**config.mk**
```make
export PLATFORM = sky130hd
export DESIGN_NAME = vmac_unit
export DESIGN_NICKNAME = d
export VERILOG_FILES = /design/src/rtl/vmac_pkg.sv /design/src/rtl/vmac_mul_lanes.sv /design/src/rtl/vmac_adder_tree.sv /design/src/rtl/vmac_accum_ring.sv /design/src/rtl/vmac_requant.sv /design/src/rtl/vmac_unit.sv
export SDC_FILE = /design/constraint.sdc
export NUM_CORES = 2
export LEC_CHECK = 0
export BUFFER_PORTS_ARGS = -buffer_cell sky130_fd_sc_hd__buf_2
export CORE_ASPECT_RATIO = 2
export CORE_MARGIN = 10
export CORE_UTILIZATION = 55
export CTS_BUF_LIST = sky130_fd_sc_hd__clkbuf_4 sky130_fd_sc_hd__clkbuf_8 sky130_fd_sc_hd__clkbuf_16
export DETAILED_ROUTE_END_ITERATION = 8
export PLACE_DENSITY = 0.75
export SKIP_LAST_GASP = 1
export SYNTH_ARGS = -nofsm -noshare
export SYNTH_HDL_FRONTEND = slang
export SYNTH_SLANG_ARGS = --single-unit
```
**constraint.sdc**
```tcl
create_clock -name clk -period 10.5 [get_ports clk]
set_input_delay 2.1 -clock clk [delete_from_list [all_inputs] [get_ports clk]]
set_output_delay 2.1 -clock clk [all_outputs]
set_load 0.02 [all_outputs]
```
**src/rtl/vmac_pkg.sv**
```systemverilog
package vmac_pkg;

  // Control carried alongside each beat as it moves down the pipeline.
  typedef struct packed {
    logic v;
    logic first;
    logic last;
  } beat_tag_t;

endpackage

```
**src/rtl/vmac_mul_lanes.sv**
```systemverilog
module vmac_mul_lanes #(
  parameter int LANES = 4,
  parameter int DW    = 8,
  parameter int ACCW  = 32
) (
  input  logic                  clk,
  input  logic                  en,
  input  logic [LANES*DW-1:0]   feat,
  input  logic [LANES*DW-1:0]   wgt,
  output logic [LANES*ACCW-1:0] prod
);

  localparam int PW = 2 * DW;

  logic signed [PW-1:0] p [LANES];

  always_comb begin
    for (int i = 0; i < LANES; i++) begin
      p[i] = $signed(feat[i*DW +: DW]) * $signed(wgt[i*DW +: DW]);
    end
  end

  always_ff @(posedge clk) begin
    if (en) begin
      for (int i = 0; i < LANES; i++) begin
        prod[i*ACCW +: ACCW] <= {{(ACCW-PW){p[i][PW-1]}}, p[i]};
      end
    end
  end

endmodule

```
**src/rtl/vmac_adder_tree.sv**
```systemverilog
module vmac_adder_tree #(
  parameter int LANES = 4,
  parameter int ACCW  = 32
) (
  input  logic                  clk,
  input  logic                  en,
  input  logic [LANES*ACCW-1:0] leaves,
  output logic [ACCW-1:0]       root
);

  // Heap layout: node k has children 2k and 2k+1; indices LANES..2*LANES-1
  // are the leaves. Every internal node is a register, so a balanced tree
  // keeps all paths at log2(LANES) cycles.
  logic [ACCW-1:0] nd  [1:LANES-1];
  logic [ACCW-1:0] src [2:2*LANES-1];

  always_comb begin
    for (int k = 0; k < LANES; k++) begin
      src[k+LANES] = leaves[k*ACCW +: ACCW];
    end
    for (int k = 2; k < LANES; k++) begin
      src[k] = nd[k];
    end
  end

  always_ff @(posedge clk) begin
    if (en) begin
      for (int k = 1; k < LANES; k++) begin
        nd[k] <= src[2*k] + src[2*k+1];
      end
    end
  end

  assign root = nd[1];

endmodule

```
**src/rtl/vmac_accum_ring.sv**
```systemverilog
module vmac_accum_ring #(
  parameter int ACCW  = 32,
  parameter int DEPTH = 3
) (
  input  logic            clk,
  input  logic            rst_n,
  input  logic            en,
  input  logic            beat_v,
  input  logic            beat_first,
  input  logic            beat_last,
  input  logic [ACCW-1:0] beat_sum,
  output logic            fin,
  output logic [ACCW-1:0] total
);

  logic [ACCW-1:0] ring [DEPTH];

  // The head takes the tail plus the new sum; the tail was written
  // DEPTH-1 beats ago, so the feedback never spans a single cycle.
  always_ff @(posedge clk or negedge rst_n) begin
    if (!rst_n) begin
      for (int i = 0; i < DEPTH; i++) ring[i] <= '0;
      fin <= 1'b0;
    end else if (en) begin
      fin <= beat_v && beat_last;
      if (beat_v) begin
        ring[0] <= (beat_first ? '0 : ring[DEPTH-1]) + beat_sum;
        for (int i = 1; i < DEPTH; i++) begin
          ring[i] <= beat_first ? '0 : ring[i-1];
        end
      end
    end
  end

  always_comb begin
    total = '0;
    for (int i = 0; i < DEPTH; i++) total = total + ring[i];
  end


  ring_clear_chk: assert property (@(posedge clk) disable iff (!rst_n)
    (en && beat_v && beat_first) |=> (ring[DEPTH-1] == '0));


  fin_source_chk: assert property (@(posedge clk) disable iff (!rst_n)
    $rose(fin) |-> $past(en && beat_v && beat_last));

endmodule

```
**src/rtl/vmac_requant.sv**
```systemverilog
module vmac_requant #(
  parameter int ACCW = 32,
  parameter int SHW  = 5,
  parameter int OUTW = 8
) (
  input  logic [ACCW-1:0] total,
  input  logic [ACCW-1:0] bias,
  input  logic            relu_en,
  input  logic [SHW-1:0]  shift,
  output logic [OUTW-1:0] q
);

  localparam int WW = ACCW + 2;
  localparam logic signed [WW-1:0] HI = WW'((64'sd1 <<< (OUTW-1)) - 64'sd1);
  localparam logic signed [WW-1:0] LO = -HI - WW'(1);

  logic signed [ACCW-1:0] biased;
  logic signed [ACCW-1:0] rect;
  logic signed [WW-1:0]   wide;
  logic signed [WW-1:0]   rnd;
  logic signed [WW-1:0]   shd;

  always_comb begin
    biased = $signed(total + bias);
    rect   = (relu_en && biased[ACCW-1]) ? '0 : biased;
    wide   = {{2{rect[ACCW-1]}}, rect};
    rnd    = (shift == '0) ? '0 : (WW'(1) << (shift - SHW'(1)));
    shd    = (wide + rnd) >>> shift;
    if (shd > HI)      q = HI[OUTW-1:0];
    else if (shd < LO) q = LO[OUTW-1:0];
    else               q = shd[OUTW-1:0];
  end

endmodule

```
**src/rtl/vmac_unit.sv**
```systemverilog
module vmac_unit
  import vmac_pkg::*;
#(
  parameter int LANES = 4,
  parameter int DW    = 8,
  parameter int ACCW  = 32,
  parameter int SHW   = 5,
  parameter int OUTW  = 8
) (
  input  logic                clk,
  input  logic                rst_n,
  input  logic                in_valid,
  output logic                in_ready,
  input  logic [LANES*DW-1:0] in_feat,
  input  logic [LANES*DW-1:0] in_wgt,
  input  logic                in_first,
  input  logic                in_last,
  input  logic [ACCW-1:0]     cfg_bias,
  input  logic                cfg_relu_en,
  input  logic [SHW-1:0]      cfg_shift,
  output logic                out_valid,
  input  logic                out_ready,
  output logic [OUTW-1:0]     out_data
);

  localparam int TREE_LAT = $clog2(LANES);
  localparam int RING_D   = TREE_LAT + 1;

  logic                  adv;
  logic [LANES*ACCW-1:0] prod;
  logic [ACCW-1:0]       tree_sum;
  logic                  fin;
  logic [ACCW-1:0]       total;
  logic [OUTW-1:0]       q;
  beat_tag_t             tag_q [0:TREE_LAT];

  // One global advance: everything moves unless a result is blocked.
  assign adv      = !out_valid || out_ready;
  assign in_ready = adv;

  vmac_mul_lanes #(.LANES(LANES), .DW(DW), .ACCW(ACCW)) u_mul (
    .clk (clk),
    .en  (adv),
    .feat(in_feat),
    .wgt (in_wgt),
    .prod(prod)
  );

  vmac_adder_tree #(.LANES(LANES), .ACCW(ACCW)) u_tree (
    .clk   (clk),
    .en    (adv),
    .leaves(prod),
    .root  (tree_sum)
  );

  always_ff @(posedge clk or negedge rst_n) begin
    if (!rst_n) begin
      for (int s = 0; s <= TREE_LAT; s++) tag_q[s] <= '0;
    end else if (adv) begin
      tag_q[0] <= '{v: in_valid, first: in_first, last: in_last};
      for (int s = 1; s <= TREE_LAT; s++) tag_q[s] <= tag_q[s-1];
    end
  end

  vmac_accum_ring #(.ACCW(ACCW), .DEPTH(RING_D)) u_ring (
    .clk       (clk),
    .rst_n     (rst_n),
    .en        (adv),
    .beat_v    (tag_q[TREE_LAT].v),
    .beat_first(tag_q[TREE_LAT].first),
    .beat_last (tag_q[TREE_LAT].last),
    .beat_sum  (tree_sum),
    .fin       (fin),
    .total     (total)
  );

  vmac_requant #(.ACCW(ACCW), .SHW(SHW), .OUTW(OUTW)) u_rq (
    .total  (total),
    .bias   (cfg_bias),
    .relu_en(cfg_relu_en),
    .shift  (cfg_shift),
    .q      (q)
  );

  always_ff @(posedge clk or negedge rst_n) begin
    if (!rst_n) begin
      out_valid <= 1'b0;
      out_data  <= '0;
    end else if (adv) begin
      out_valid <= fin;
      if (fin) out_data <= q;
    end
  end


  hold_data_chk: assert property (@(posedge clk) disable iff (!rst_n)
    (out_valid && !out_ready) |=> (out_valid && $stable(out_data)));


  stall_in_chk: assert property (@(posedge clk) disable iff (!rst_n)
    (out_valid && !out_ready) |-> !in_ready);


  relu_sign_chk: assert property (@(posedge clk) disable iff (!rst_n)
    (fin && adv && cfg_relu_en) |=> !out_data[OUTW-1]);


  out_origin_chk: assert property (@(posedge clk) disable iff (!rst_n)
    $rose(out_valid) |-> $past(fin));

endmodule

```
==> impl_metrics.yaml <==
job:
  maxCapViolations: 0
timing:
  finalCritPeriodShare_pct: 97.0
  period_minus_slack_ps: 10190
  setup_viol: 0
  fin_skew_ps: 29.6
  report.final.slew_viol_count: 0
  worstMarginPinSlew_ps: 972
  maxClockFrequency_mhz: 98.1
  hold_viol: 0
  hold_ws_ps: 475
  setup_slack_ps: 310
  relSlewSlack_pct: 35.2
route:
  wl_per_cell_microns: 17.8
  routed.top_layer: "met5"
  routed-wl-met3_microns: 2310
  drcViolationCount: 0
  via_per_inst: 5.56
  firstDrtPassIters: 7
  ant_nets: 0
  routed-wl-met2_microns: 45000
  wl_microns: 77900
  drt-initial-drc-count: 1046
  via_count: 24300
  wl_met1_microns: 24800
logic_synthesis:
  synth_area_per_cell_sq_um: 9.24
  ys_ff_latch: 275
  ys_warn_count: 0
  synth_cell_types: 84
  synth_top_area_cell: "fa_1"
  synth_fp_nets: 4010
  synth_area_sq_um: 30800
  netlist_instances: 3337
  synth-async-reset-ratio_pct: 41.8
  synth_edf_count: 160
  synthTopCellsByArea: "fa_1 19%, edfxtp_1 16%, ha_1 11%, dfrtp_1 9.3%, inv_1 6.6%"
  yosysTopAreaCellShare_pct: 18.9
  yosysSeqAreaShare_pct: 24.9
  synthFlopType: "edfxtp_1"
placed_design:
  gp_congestion: 1.01
  io_buffer_count: 117
  post-place-ws_ps: -659
  dp_hpwl_microns: 64800
min_path:
  hold_path.class: "register to register"
cts:
  root_buffer: "clkbuf_16"
  clock_latency_ps: 570
  clk_pin_slew_ps: 70
  numCtsBuffers: 26
  h-tree-depth: 1
  cts.sinks: 275
  cts_tree: "yes"
  cts.path.max_buffers: 3
die:
  core_sq_um: 55400
  io_pins: 118
  placementRows: 122
  dieHeight_microns: 355
  die_w_microns: 187
  initial_utilization_pct: 55.6
  die-area_sq_um: 66500
status:
  outcome: "completed"
setup_path:
  worst-path-max-fanout: 19
  crit_type: "input pin to register"
  critical_path.slowest_cell: "or4_4"
  end_kind: "register"
  worstPathRequired_ps: 11000
  slowest_delay_ps: 570
  startpoint_type: "input pin"
  arrival_ps: 10690
global_routing:
  grt_max_degree: 106
  grt_usage_pct: 23.5
  antenna_found_initial: 2
  first_global_vias: 25800
  grt_first_pass_wirelength_microns: 127000
  grt_overflow: 0
finish:
  drive_gt1_share_pct: 13.0
  insertedDiodeCount: 0
  fill_cells: 4671
  fin_nets: 4277
  syn_to_final_growth_pct: 12.7
worst max-delay path, delay by kind of cell:
family	cells	cell delay [ps]
AND/OR/NAND/NOR	10	2690
buffers and inverters	8	930
AO/OA/AOI/OAI	14	2900
adder cells (fa/ha/maj)	5	1850
multiplexers	1	180
final cells by class:
class	instances	area [sq um]	share of cell area, %
Inverter	546	2050	5.90
Clock inverter	18	223	0.641
Sequential cell	275	7680	22.1
Timing Repair Buffer	335	2240	6.45
Tap cell	744	931	2.68
Clock buffer	30	711	2.05
Multi-Input combinational cell	2420	20900	60.2
synth_stat cells, drive strengths merged, types with 62 or more instances:
cell type	instances
a21oi	158
and2	168
clkbuf	80
dfrtp	115
edfxtp	160
fa	291
ha	274
inv	544
nand2	295
nand2b	62
nor2	213
o21ai	128
o31ai	66
xnor2	138
cell usage in the layout (no fill, tap or decap), types with 123 or more instances in the layout:
cell	netlist	final
nand2_1	295	293
ha_1	274	274
a21oi_1	158	153
xnor2_1	138	138
fa_1	291	291
and2_1	167	167
inv_1	544	544
o21ai_0	126	123
nor2_1	213	213
edfxtp_1	160	160
buf_4	0	217
cell families (layout without fill, tap and decap cells):
family          count (synthesis)  after routing  synth area share, %
buf+inv                       642            929                 7.86
simple gates                  942            942                 14.9
mux                            67             67                 2.73
fa+ha+maj                     565            565                 30.0
compound gates                652            652                 14.1
flops                         275            275                 24.9
xor+xnor                      192            192                 5.46
other cells                     2              2               0.0244
routing by layer:
metal	vias up	GRT usage [%]
met3	261	2.43
met4	2	15.6
met5	-	0
met1	11900	20.7
met2	521	48.1
li1	11700	-
state kept, by name, summed over array words and instances (netlist names):
signal / count
out_data: 8
out_valid: 1
tag_q: 9
u_mul.prod: 64
u_ring.fin: 1
u_ring.ring: 96
u_tree.nd: 96
worst paths after layout:
| path | slack [ps] | startpoint | end | cells after the start |
|---|---|---|---|---|
| max reg2reg | 1490 | u_ring.ring[1] | out_data[5] | 37 |
| min in group asynchronous | 1540 | rst_n | u_ring.ring[0] | 1 |
| max in group asynchronous | 7510 | rst_n | tag_q[1] | 2 |
| min | 470 | u_ring.ring[18] | u_ring.ring[18] | 2 |
| max | 310 | cfg_bias[1] | out_data[5] | 38 |
| min reg2reg | 470 | u_ring.ring[18] | u_ring.ring[18] | 2 |
metrics by stage:
stage	area [sq um]	std cells	utilization, %	setup TNS [ps]
2_1_floorplan	30800	3337	-	0
3_5_place_dp	33600	4316	60.6	-4470
6_report	34700	4368	62.7	0
3_3_place_gp	33600	4316	60.6	-3990
5_1_grt	34700	4368	62.7	-156
4_1_cts	34600	4364	62.4	0
timing repair:
action	4_1_cts	5_1_grt
gates resized for setup	2	32
pin swaps	0	10
endpoints found under the hold margin	0	0
hold buffers	0	0
buffers inserted	0	4
endpoints found under the setup margin	7	7
Power is left out: the tool's default activity adds up to more than one toggle a clock period on the data nets, which glitch-free logic cannot reach.
